--- config.mk ---
export PLATFORM = sky130hd
export DESIGN_NAME = dual_serial_dac_loader
export DESIGN_NICKNAME = d
export VERILOG_FILES = /design/src/rtl/dsl_pkg.sv /design/src/rtl/dsl_sync.sv /design/src/rtl/dsl_fall_det.sv /design/src/rtl/dsl_core.sv /design/src/rtl/dual_serial_dac_loader.sv
export SDC_FILE = /design/constraint.sdc
export NUM_CORES = 1
export LEC_CHECK = 0
export BUFFER_PORTS_ARGS = -buffer_cell sky130_fd_sc_hd__clkbuf_2
export CAP_MARGIN = 20
export CORE_MARGIN = 4
export CORE_UTILIZATION = 55
export CTS_CLUSTER_DIAMETER = 120
export DETAILED_ROUTE_END_ITERATION = 10
export GPL_TIMING_DRIVEN = 0
export PLACE_DENSITY = 0.82
export SYNTH_ARGS = -nofsm -noshare
export SYNTH_HDL_FRONTEND = slang
export SYNTH_HIERARCHICAL = 1
export SYNTH_SLANG_ARGS = --single-unit
export TNS_END_PERCENT = 10
--- constraint.sdc ---
create_clock -name clk -period 1.8 [get_ports clk]
set_input_delay 0.09 -clock clk [delete_from_list [all_inputs] [get_ports clk]]
set_output_delay 0.09 -clock clk [all_outputs]
set_load 0.02 [all_outputs]
--- src/rtl/dsl_pkg.sv ---
package dsl_pkg;
    // Lanes of the input synchronizer bank
    localparam int LANE_SCLK  = 0;
    localparam int LANE_CS    = 1;
    localparam int LANE_UPA   = 2;
    localparam int LANE_UPB   = 3;
    localparam int LANE_DIN   = 4;
    localparam int NUM_LANES  = 5;
    // Idle level of each lane after clear: strobes, select and clock high, data low
    localparam logic [NUM_LANES-1:0] LANE_IDLE = 5'b01111;

    // Lanes of the falling-edge detector
    localparam int EDGE_SCLK  = 0;
    localparam int EDGE_UPA   = 1;
    localparam int EDGE_UPB   = 2;
    localparam int NUM_EDGES  = 3;
endpackage

--- src/rtl/dsl_sync.sv ---
module dsl_sync #(
    parameter int             W       = 1,
    parameter int             STAGES  = 2,
    parameter logic [W-1:0]   RST_VAL = '0
) (
    input  logic         clk,
    input  logic         rst_n,
    input  logic [W-1:0] async_i,
    output logic [W-1:0] sync_o
);
    logic [W-1:0] stage_d [STAGES];
    logic [W-1:0] stage_q [STAGES];

    always_comb begin
        stage_d[0] = async_i;
        for (int s = 1; s < STAGES; s++) begin
            stage_d[s] = stage_q[s-1];
        end
    end

    always_ff @(posedge clk or negedge rst_n) begin
        if (!rst_n) begin
            for (int s = 0; s < STAGES; s++) begin
                stage_q[s] <= RST_VAL;
            end
        end else begin
            stage_q <= stage_d;
        end
    end

    assign sync_o = stage_q[STAGES-1];
endmodule

--- src/rtl/dsl_fall_det.sv ---
module dsl_fall_det #(
    parameter int W = 1
) (
    input  logic         clk,
    input  logic         rst_n,
    input  logic [W-1:0] level_i,
    output logic [W-1:0] fall_o
);
    logic [W-1:0] prev_d, prev_q;

    always_comb begin
        prev_d = level_i;
        for (int i = 0; i < W; i++) begin
            fall_o[i] = prev_q[i] & ~level_i[i];
        end
    end

    always_ff @(posedge clk or negedge rst_n) begin
        if (!rst_n) prev_q <= '1;
        else        prev_q <= prev_d;
    end
endmodule

--- src/rtl/dsl_core.sv ---
module dsl_core #(
    parameter int CODE_W = 12
) (
    input  logic                  clk,
    input  logic                  rst_n,
    input  logic                  cs_act_i,
    input  logic                  shift_i,
    input  logic                  din_i,
    input  logic                  lda_i,
    input  logic                  ldb_i,
    output logic [2*CODE_W-1:0]   frame_o,
    output logic [CODE_W-1:0]     code_a_o,
    output logic [CODE_W-1:0]     code_b_o
);
    localparam int FRAME_W = 2 * CODE_W;

    typedef struct packed {
        logic [FRAME_W-1:0] frame;
        logic [CODE_W-1:0]  code_a;
        logic [CODE_W-1:0]  code_b;
    } core_state_t;

    core_state_t st_d, st_q;
    logic [CODE_W-1:0] half_a, half_b;

    always_comb begin
        // Position CODE_W is the A MSB and position 0 is the B MSB; the LSBs sit at the higher index
        for (int j = 0; j < CODE_W; j++) begin
            half_a[CODE_W-1-j] = st_q.frame[CODE_W+j];
            half_b[CODE_W-1-j] = st_q.frame[j];
        end
        st_d = st_q;
        if (cs_act_i) begin
            if (lda_i)   st_d.code_a = half_a;
            if (ldb_i)   st_d.code_b = half_b;
            if (shift_i) st_d.frame  = {din_i, st_q.frame[FRAME_W-1:1]};
        end
    end

    always_ff @(posedge clk or negedge rst_n) begin
        if (!rst_n) st_q <= '0;
        else        st_q <= st_d;
    end

    assign frame_o  = st_q.frame;
    assign code_a_o = st_q.code_a;
    assign code_b_o = st_q.code_b;
endmodule

--- src/rtl/dual_serial_dac_loader.sv ---
module dual_serial_dac_loader
    import dsl_pkg::*;
#(
    parameter int CODE_W      = 12,
    parameter int SYNC_STAGES = 2
) (
    input  logic              clk,
    input  logic              clr_n,
    input  logic              sclk_i,
    input  logic              sdin_i,
    input  logic              cs_n_i,
    input  logic              upd_a_n_i,
    input  logic              upd_b_n_i,
    output logic [CODE_W-1:0] code_a_o,
    output logic [CODE_W-1:0] code_b_o
);
    localparam int FRAME_W = 2 * CODE_W;

    logic [NUM_LANES-1:0] raw_lanes, sync_lanes;
    logic [NUM_EDGES-1:0] edge_lvl, edge_fall;
    logic                 cs_act, sclk_fall, upa_fall, upb_fall;
    logic [FRAME_W-1:0]   frame_q;

    always_comb begin
        raw_lanes            = '0;
        raw_lanes[LANE_SCLK] = sclk_i;
        raw_lanes[LANE_CS]   = cs_n_i;
        raw_lanes[LANE_UPA]  = upd_a_n_i;
        raw_lanes[LANE_UPB]  = upd_b_n_i;
        raw_lanes[LANE_DIN]  = sdin_i;
    end

    dsl_sync #(
        .W       (NUM_LANES),
        .STAGES  (SYNC_STAGES),
        .RST_VAL (LANE_IDLE)
    ) u_sync (
        .clk     (clk),
        .rst_n   (clr_n),
        .async_i (raw_lanes),
        .sync_o  (sync_lanes)
    );

    always_comb begin
        edge_lvl            = '1;
        edge_lvl[EDGE_SCLK] = sync_lanes[LANE_SCLK];
        edge_lvl[EDGE_UPA]  = sync_lanes[LANE_UPA];
        edge_lvl[EDGE_UPB]  = sync_lanes[LANE_UPB];
    end

    dsl_fall_det #(
        .W       (NUM_EDGES)
    ) u_fall (
        .clk     (clk),
        .rst_n   (clr_n),
        .level_i (edge_lvl),
        .fall_o  (edge_fall)
    );

    assign cs_act    = ~sync_lanes[LANE_CS];
    assign sclk_fall = edge_fall[EDGE_SCLK];
    assign upa_fall  = edge_fall[EDGE_UPA];
    assign upb_fall  = edge_fall[EDGE_UPB];

    dsl_core #(
        .CODE_W   (CODE_W)
    ) u_core (
        .clk      (clk),
        .rst_n    (clr_n),
        .cs_act_i (cs_act),
        .shift_i  (sclk_fall),
        .din_i    (sync_lanes[LANE_DIN]),
        .lda_i    (upa_fall),
        .ldb_i    (upb_fall),
        .frame_o  (frame_q),
        .code_a_o (code_a_o),
        .code_b_o (code_b_o)
    );
endmodule

==> flow_summary.ini, run 1 <==
[routing]
drt_first_pass_iters = 2
wire_per_inst_um = 14.74
ant_nets = 0
drt-total-wl_mm = 3.257
drc_errors = 0
drtIter0Drc = 48
vias_per_cell = 5.032
vias = 1112

[final_layout]
regArea_um2 = 1540
nets = 175
drive_above_1_share_pct = 63.58
area_growth_pct = 21.21
final_common_cell = dfrtp_1
antenna_cells = 0
multi_input_area_um2 = 595.6
fillers = 275
mostFrequentLayoutCells = 50 x dfrtp_1, 48 x mux2_2, 30 x clkbuf_2, 11 x clkbuf_8, 11 x dfstp_2

[critical_path]
cpPeakStageDelay_ps = 510
path_cells = inv_1, nand2_1, buf_4, mux2_2
cp_max_fo = 10
rr_endpoint = u_core/code_a_o[1]
crit_path_end_kind = flip-flop
reg2reg_depth = 4
reg2reg_slack_ps = 390
criticalPathCategory = flip-flop to flip-flop
required_ps = 2010
startpoint = u_sync/sync_o[1]
crit_arrival_ps = 1610
cp_slowest_cell = dfstp_2
start_kind = flip-flop
r2r-start = u_sync/sync_o[1]
setup.worst_path.end = u_core/code_a_o[1]

[synthesis]
synth_nets = 127
synth_xor_area_share_pct = 0
synth_top_family_by_area = multiplexers
synth_fa_ha_area_share_pct = 0
ys_seq_elements = 61
synthMuxAreaShare_pct = 24.83
synth.largest_area_cell = dfrtp_1
synthCells = 120
syn_area_um2 = 2177
ys_seq_area_share_pct = 70.75
synth_compound_area_share_pct = 0
yosysTopAreaCellShare_pct = 57.47
synthTopCellsByArea = dfrtp_1 57%, mux2_2 25%, dfstp_2 13%, nor2b_4 1.9%, buf_6 1.0%
ys_types = 9
syn_avg_cell_area_um2 = 18.14
synth-simple-area-share_pct = 2.529
ys_warn_count = 6

[grt]
grt_util_all_layers_pct = 15.39
grt-ovfl-total = 0
grt_pass1_vias = 1242
grt_pass1_wl_mm = 5.782
grt_max_degree = 39
antenna_found_initial = 0

[clock_network]
numClockSinks = 61
ctsResizeCount = 0
insertion_delay_ps = 320
tritoncts = built
post-cts-setup-buffers = 0
cts_buffers = 9
cts_root_buf = clkbuf_8
h-tree-depth = 3
clk_pin_slew_worst_paths_ps = 60
clock_path_buffers = 2

[sta]
skew_ps = 6.061
fin_ws_ps = 395.0
relSlewSlack_pct = 60.07
period_share_pct = 78.06
slew_viol_final = 0
setup_tns_ps = 0
tightest_slew_ps = 598.9
setup_viol = 0
fmax_mhz = 711.7
timing.final.hold_violations = 0
rsz0062_at_grt = no
period_needed_ps = 1405

[min_path]
hp-class = primary input to async pin

[floorplanning]
rows = 22
die_area_um2 = 5029
die_w_um = 70.92
pin_count = 31
design.core.area_um2 = 3744
die-height_um = 70.92
start_util_pct = 58.16

[placement]
place_hpwl_mm = 2.234
place_ws_ps = 405.6
gp_congestion = 0.6879
io_buffers = 30

[power_and_ir_drop]
p_per_area_nw_per_um2 = 1175
peakVddDrop_uv = 934.9
p_leak_uw = 0.001361

[run]
drv_cap = 0

[run_status]
status = finished, final reports clean
==> report_power, final <==
group          leakage, uW  switching, uW  internal, uW
clock network    0.0000877            446           575
logic             0.000485            216           206
registers         0.000788            103          1560
==> metal layers <==
| layer | share of wire, % | track usage, % | vias up |
|---|---|---|---|
| met3 | 5.3 | 6.108 | 6 |
| li1 | - | - | 514 |
| met2 | 52 | 25.33 | 25 |
| met4 | 1.8 | 8.142 | 0 |
| met1 | 40 | 17.20 | 567 |
| met5 | 0 | 0 | - |
==> synth_stat cells <==
cell,count
buf_4,2
buf_6,2
dfrtp_1,50
dfstp_2,11
inv_1,1
mux2_2,48
nand2_1,2
nand2_2,1
nor2b_4,3
==> critical path, delay by kind of cell, from the launching register on <==
kind	cells	cell delay, ps
flip-flops	1	510
multiplexers	1	350
buffers and inverters	2	290
AND/OR/NAND/NOR	1	130
==> metrics by stage <==
stage	instances	utilization, %	hold slack (ps)	cell area, um^2	total power, uW
6_report	221	70.49	304.4	2639	3101
5_1_grt	221	70.49	353.2	2639	3273
4_1_cts	221	70.49	299.8	2639	3155
3_5_place_dp	199	64.30	117.9	2407	2103
3_3_place_gp	198	63.77	177.9	2387	2067
2_1_floorplan	120	-	-205.6	2177	1928
==> worst min path at each step <==
| stage | end | slack, ps | depth (start not counted) |
|---|---|---|---|
| floorplan | u_core/code_a_o[0] | -210 | 0 |
| global placement | u_sync/stage_d[2] | 180 | 1 |
| detailed placement | u_core/frame_o[0] | 120 | 1 |
| CTS | u_core/code_b_o[10] | 300 | 2 |
| global route | u_core/code_b_o[11] | 350 | 2 |
| finish | u_core/code_b_o[10] | 300 | 2 |
==> repair_timing <==
| item | CTS | global route |
|---|---|---|
| hold endpoints to repair | 28 | 0 |
| endpoints found under the setup margin | 0 | 0 |
| hold buffers | 6 | 0 |
==> kinds of logic (layout without fill, tap and decap cells) <==
kind of cell / Yosys count / count (layout)
buffers and inverters: 5 / 58
DFF: 61 / 61
muxes: 48 / 48
and+or+nand+nor: 6 / 6
==> final cells by class <==
type / count / area share [%]
Buffer: 4 / 1.422
Clock buffer: 15 / 6.306
Clock inverter: 1 / 0.1897
Inverter: 1 / 0.1422
Multi-Input combinational cell: 54 / 22.57
Sequential cell: 61 / 58.37
Tap cell: 48 / 2.276
Timing Repair Buffer: 37 / 8.725
==> flip-flops by register name, summed over array words and instances, names as in the netlist <==
register,count
u_sync/stage_d,5
u_sync/sync_o,5
u_fall/prev_q,3
u_core/code_b_o,12
u_core/code_a_o,12
u_core/frame_o,24
(Power assumes the default switching activity.)
==> inputs of run 2 (changes only) <==
--- a/config.mk
+++ b/config.mk
@@ -5,6 +5,7 @@
 export SDC_FILE = /design/constraint.sdc
 export NUM_CORES = 1
 export LEC_CHECK = 0
+export ABC_AREA = 1
 export BUFFER_PORTS_ARGS = -buffer_cell sky130_fd_sc_hd__clkbuf_2
 export CAP_MARGIN = 20
 export CORE_MARGIN = 4
==> constraint.sdc (replaced) <==
create_clock -name clk -period 1.4 [get_ports clk]
set_input_delay 0.07 -clock clk [delete_from_list [all_inputs] [get_ports clk]]
set_output_delay 0.07 -clock clk [all_outputs]
set_load 0.02 [all_outputs]
==> flow_summary.ini, run 2 <==
[synthesis]
yosysTopAreaCellShare_pct = 54.59
synth_top_family_by_area = simple AND/OR/NAND/NOR gates
ys_seq_elements = 61
synthMuxAreaShare_pct = 0
yosysMostFrequentCell = nand2_1
synth_compound_area_share_pct = 0
syn_area_um2 = 2292
synth_top_cells_by_count = 98 x nand2_1, 50 x dfrtp_1, 48 x nand3_1
synth-simple-area-share_pct = 27.62
synth_fa_ha_area_share_pct = 0
ys_seq_area_share_pct = 67.19
synthCells = 230
synthTopCellsByArea = dfrtp_1 55%, nand2_1 16%, dfstp_2 13%, nand3_1 10%, buf_2 1.7%
synth.largest_area_cell = dfrtp_1
ys_types = 10
syn_avg_cell_area_um2 = 9.966
synth_edf_count = 0
ys_warn_count = 6
synth_xor_area_share_pct = 0
synth_ff_type = dfrtp_1
async_reset_ff_share_pct = 100.0
synth_nets = 237

[floorplanning]
pin_count = 31
die_area_um2 = 5264
design.core.area_um2 = 4029
rows = 23
die-height_um = 72.56
start_util_pct = 56.89
die_w_um = 72.56

[min_path]
hp-class = flip-flop to flip-flop

[sta]
period_needed_ps = 1272
setup_viol = 0
period_share_pct = 90.84
skew_ps = 11.10
slew_viol_final = 0
timing.final.hold_violations = 0
tightest_slew_ps = 778.4
fin_ws_ps = 128.3
fmax_mhz = 786.3
rsz0062_at_grt = no
relSlewSlack_pct = 48.11
setup_tns_ps = 0

[routing]
vias = 1648
vias_per_cell = 4.964
drt_first_pass_iters = 4
ant_nets = 0
drt-total-wl_mm = 3.993
wire_per_inst_um = 12.03
highest_layer = met4
dr_wl_met2_mm = 1.927
wl_met1_mm = 1.752
dr_wl_met3_um = 214
drtIter0Drc = 190
drc_errors = 0

[clock_network]
numClockSinks = 61
post-cts-setup-buffers = 0
tritoncts = built
clock_path_buffers = 2
cts_buffers = 9
clk_pin_slew_worst_paths_ps = 60
h-tree-depth = 3
insertion_delay_ps = 320
cts_root_buf = clkbuf_8

[run_status]
status = finished, final reports clean

[grt]
grt_util_all_layers_pct = 17.73
grt-ovfl-total = 0
antenna_found_initial = 0
grt_pass1_wl_mm = 7.051
grt_pass1_vias = 1556
grt_max_degree = 62

[final_layout]
largest_reg_flops = 24
area_growth_pct = 20.74
nets = 284
design_area_um2 = 2768
final_common_cell = nand2_1
drive_above_1_share_pct = 25.89
mostFrequentLayoutCells = 98 x nand2_1, 50 x dfrtp_1, 48 x nand3_1, 29 x clkbuf_2
antenna_cells = 0
final_cells = 332

[critical_path]
crit_path_end_kind = flip-flop
required_ps = 1620
crit_arrival_ps = 1490
path_cells = inv_1, nor2_2, buf_4, nand2_2, buf_4, nand2_1, nand2_1
start_kind = flip-flop
cp_max_fo = 10
cp_slowest_cell = dfstp_2
criticalPathCategory = flip-flop to flip-flop
cpPeakStageDelay_ps = 510

[placement]
dp_cells = 310
place_hpwl_mm = 2.577
place_ws_ps = 99.48
gp_congestion = 0.7623
io_buffers = 30
placed_area_um2 = 2507

[power_and_ir_drop]
finalPower_uw = 3853
peakVddDrop_uv = 1016
p_leak_uw = 0.001557
p_per_area_nw_per_um2 = 1392

[run]
drv_cap = 0
-- run 2: cell families (layout without fill, tap and decap cells) --
group	Yosys count	count (layout)
flip-flops	61	61
buffers and inverters	19	71
AND/OR/NAND/NOR	150	150
-- run 2: area by class of cell --
cell class                      instances  area (um^2)
Clock buffer                           14        162.7
Multi-Input combinational cell        150        633.1
Clock inverter                          2        35.03
Sequential cell                        61         1540
Inverter                                4        15.01
Timing Repair Buffer                   36        212.7
Buffer                                 15        106.4
Fill cell                             330         1261
Tap cell                               50        62.56
-- run 2: path summary, 6_finish.rpt --
kind	cells past startpoint	start	slack, ps	endpoint
min reg2reg	0	u_sync/stage_d[4]	350	u_sync/sync_o[4]
max in group asynchronous	2	clr_n	490	u_core/code_b_o[8]
min in group asynchronous	2	clr_n	390	u_core/code_a_o[8]
min	0	u_sync/stage_d[4]	350	u_sync/sync_o[4]
max reg2reg	7	u_fall/prev_q[0]	130	u_core/frame_o[10]
max	7	u_fall/prev_q[0]	130	u_core/frame_o[10]
-- run 2: metrics by stage --
stage               utilization (%)  hold WS, ps
detailed placement            62.24        159.3
global route                  68.70        359.1
finish                        68.70        352.7
global placement              62.17        156.8
CTS                           68.63        355.5
floorplan                         -       -225.6
-- run 2: critical path, delay by kind of cell, from the launching register on --
family	cells	cell delay [ps]
buffers and inverters	3	370
flip-flops	1	510
AND/OR/NAND/NOR	4	280
-- run 2: power breakdown --
part	switching, uW	internal (uW)
combinational	233	124
clock	600	919
sequential	75.0	1900
-- run 2: timing repair --
action	CTS	global route
setup endpoints to repair	0	9
hold buffers	6	0
gates resized for setup	0	2
endpoints found under the hold margin	55	0
-- run 2: per-layer routing --
layer | track usage (%) | vias up
li1 | - | 818
met1 | 22.19 | 779
met2 | 27.35 | 41
met3 | 4.986 | 10
met4 | 10.66 | 0
met5 | 0 | -
==> inputs of run 3 (changes only) <==
--- a/config.mk
+++ b/config.mk
@@ -14,6 +14,7 @@
 export DETAILED_ROUTE_END_ITERATION = 10
 export GPL_TIMING_DRIVEN = 0
 export PLACE_DENSITY = 0.82
+export SETUP_SLACK_MARGIN = 0.5
 export SYNTH_ARGS = -nofsm -noshare
 export SYNTH_HDL_FRONTEND = slang
 export SYNTH_HIERARCHICAL = 1
==> flow_summary.ini, run 3 (same netlist as run 2, synthesis figures left out) <==
[final_layout]
drive_above_1_share_pct = 32.53
final_cells = 339
area_growth_pct = 30.46
antenna_cells = 0
final_common_cell = nand2_1
mostFrequentLayoutCells = 93 x nand2_1, 50 x dfrtp_1, 45 x nand3_1, 29 x clkbuf_2, 12 x clkbuf_8
nets = 291
largest_reg_flops = 24

[sta]
period_share_pct = 87.36
skew_ps = 7.829
fmax_mhz = 817.6
slew_viol_final = 0
relSlewSlack_pct = 46.09
setup_tns_ps = 0
holdWs_ps = -147.3
setup_viol = 0
period_needed_ps = 1223
rsz0062_at_grt = yes
timing.final.hold_violations = 50
tightest_slew_ps = 808.7

[floorplanning]
start_util_pct = 56.89
design.core.area_um2 = 4029
die_area_um2 = 5264
pin_count = 31
die-height_um = 72.56
rows = 23
die_w_um = 72.56

[power_and_ir_drop]
p_per_area_nw_per_um2 = 1348
p_leak_uw = 0.001648
peakVddDrop_uv = 881.8
finalPower_uw = 4032

[critical_path]
criticalPathCategory = flip-flop to flip-flop
start_kind = flip-flop
crit_arrival_ps = 1450
startpoint = u_fall/prev_q[0]
cp_max_fo = 7
reg2reg_slack_ps = 180
r2r-start = u_fall/prev_q[0]
crit_path_end_kind = flip-flop
rr_endpoint = u_core/frame_o[14]
setup.worst_path.end = u_core/frame_o[14]
reg2reg_depth = 7
required_ps = 1620

[routing]
drtIter0Drc = 275
ant_nets = 0
drt_first_pass_iters = 4
wire_per_inst_um = 13.94
vias = 1754
drt-total-wl_mm = 4.726
drc_errors = 0
vias_per_cell = 5.174

[min_path]
hp-class = primary input to async pin

[clock_network]
insertion_delay_ps = 330
h-tree-depth = 3
clock_path_buffers = 2
cts_hold_buf = 5
clk_pin_slew_worst_paths_ps = 70
cts_root_buf = clkbuf_8
cts_buffers = 9
numClockSinks = 61
tritoncts = built

[grt]
grt_util_all_layers_pct = 19.59
grt_max_degree = 62
antenna_found_initial = 0
grt-ovfl-total = 0
grt_pass1_wl_mm = 7.693
grt_pass1_vias = 1640

[run]
drv_cap = 0

[placement]
place_hpwl_mm = 2.603
dp_cells = 310
io_buffers = 30
gp_congestion = 0.7481

[run_status]
status = complete, but fails checks
violations = negative hold slack
==> run 3: cell types whose count changed in the layout (fill, tap and decap cells not counted), moves of 3 or more <==
cell,previous run,this run
nand2_1,98,93
buf_6,3,6
clkbuf_1,3,0
buf_8,0,4
nand2_2,1,5
buf_2,7,3
nand3_1,48,45
==> run 3: where the power goes <==
part	switching (uW)	internal, uW
Combinational	267	169
Clock	646	958
Sequential	90.6	1900
Total	1000	3030
==> run 3: how the worst min path moves through the flow <==
stage	startpoint	end	slack, ps	depth (start not counted)
floorplan	clr_n	u_core/code_a_o[0]	-230	0
global placement	cs_n_i	u_sync/stage_d[1]	160	1
detailed placement	upd_a_n_i	u_sync/stage_d[2]	160	1
CTS	clr_n	u_core/code_a_o[9]	-130	1
global route	clr_n	u_core/code_a_o[5]	-110	1
finish	clr_n	u_core/code_a_o[5]	-150	1
==> run 3: worst max-delay path, cell delays in order (launching register included) <==
cell	delay, ps
dfstp_2	530
inv_2	30
nor2_2	80
buf_6	140
nand2_8	80
clkbuf_16	160
nand2_1	50
nand2_1	50
==> run 3: layout make-up <==
type / count / area (um^2)
buffer: 15 / 153.9
clock buffer: 12 / 165.2
clock inverter: 4 / 45.04
fill: 272 / 1039
inverter: 4 / 15.01
multi-input combinational: 150 / 699.4
sequential: 61 / 1540
tap: 50 / 62.56
timing repair buffer: 43 / 309.0
==> run 3: stage by stage <==
stage,utilization (%),hold slack [ps],cell area [um^2],worst slack (ps)
after floorplan,-,-225.6,2315,283.1
after global placement,62.73,157.3,2527,26.47
after detailed placement,62.80,159.2,2530,123.9
after CTS,71.80,-132.7,2893,197.1
after global routing,74.22,-111.0,2990,109.0
final,74.22,-147.3,2990,177.0
==> run 3: routing by layer <==
metal / GRT usage, % / share of wire [%] / vias up
li1: - / - / 840
met1: 25.91 / 44 / 838
met2: 28.76 / 48 / 68
met3: 7.618 / 6.0 / 8
met4: 8.607 / 1.3 / 0
met5: 0 / 0 / -
==> run 3: what timing repair did <==
action / in CTS / in global routing
endpoints found under the hold margin: 55 / 50
gates resized for setup: 13 / 15
setup endpoints to repair: 72 / 72
setup buffers: 2 / 2
pin swaps: 2 / 3
cloned: 3 / 1
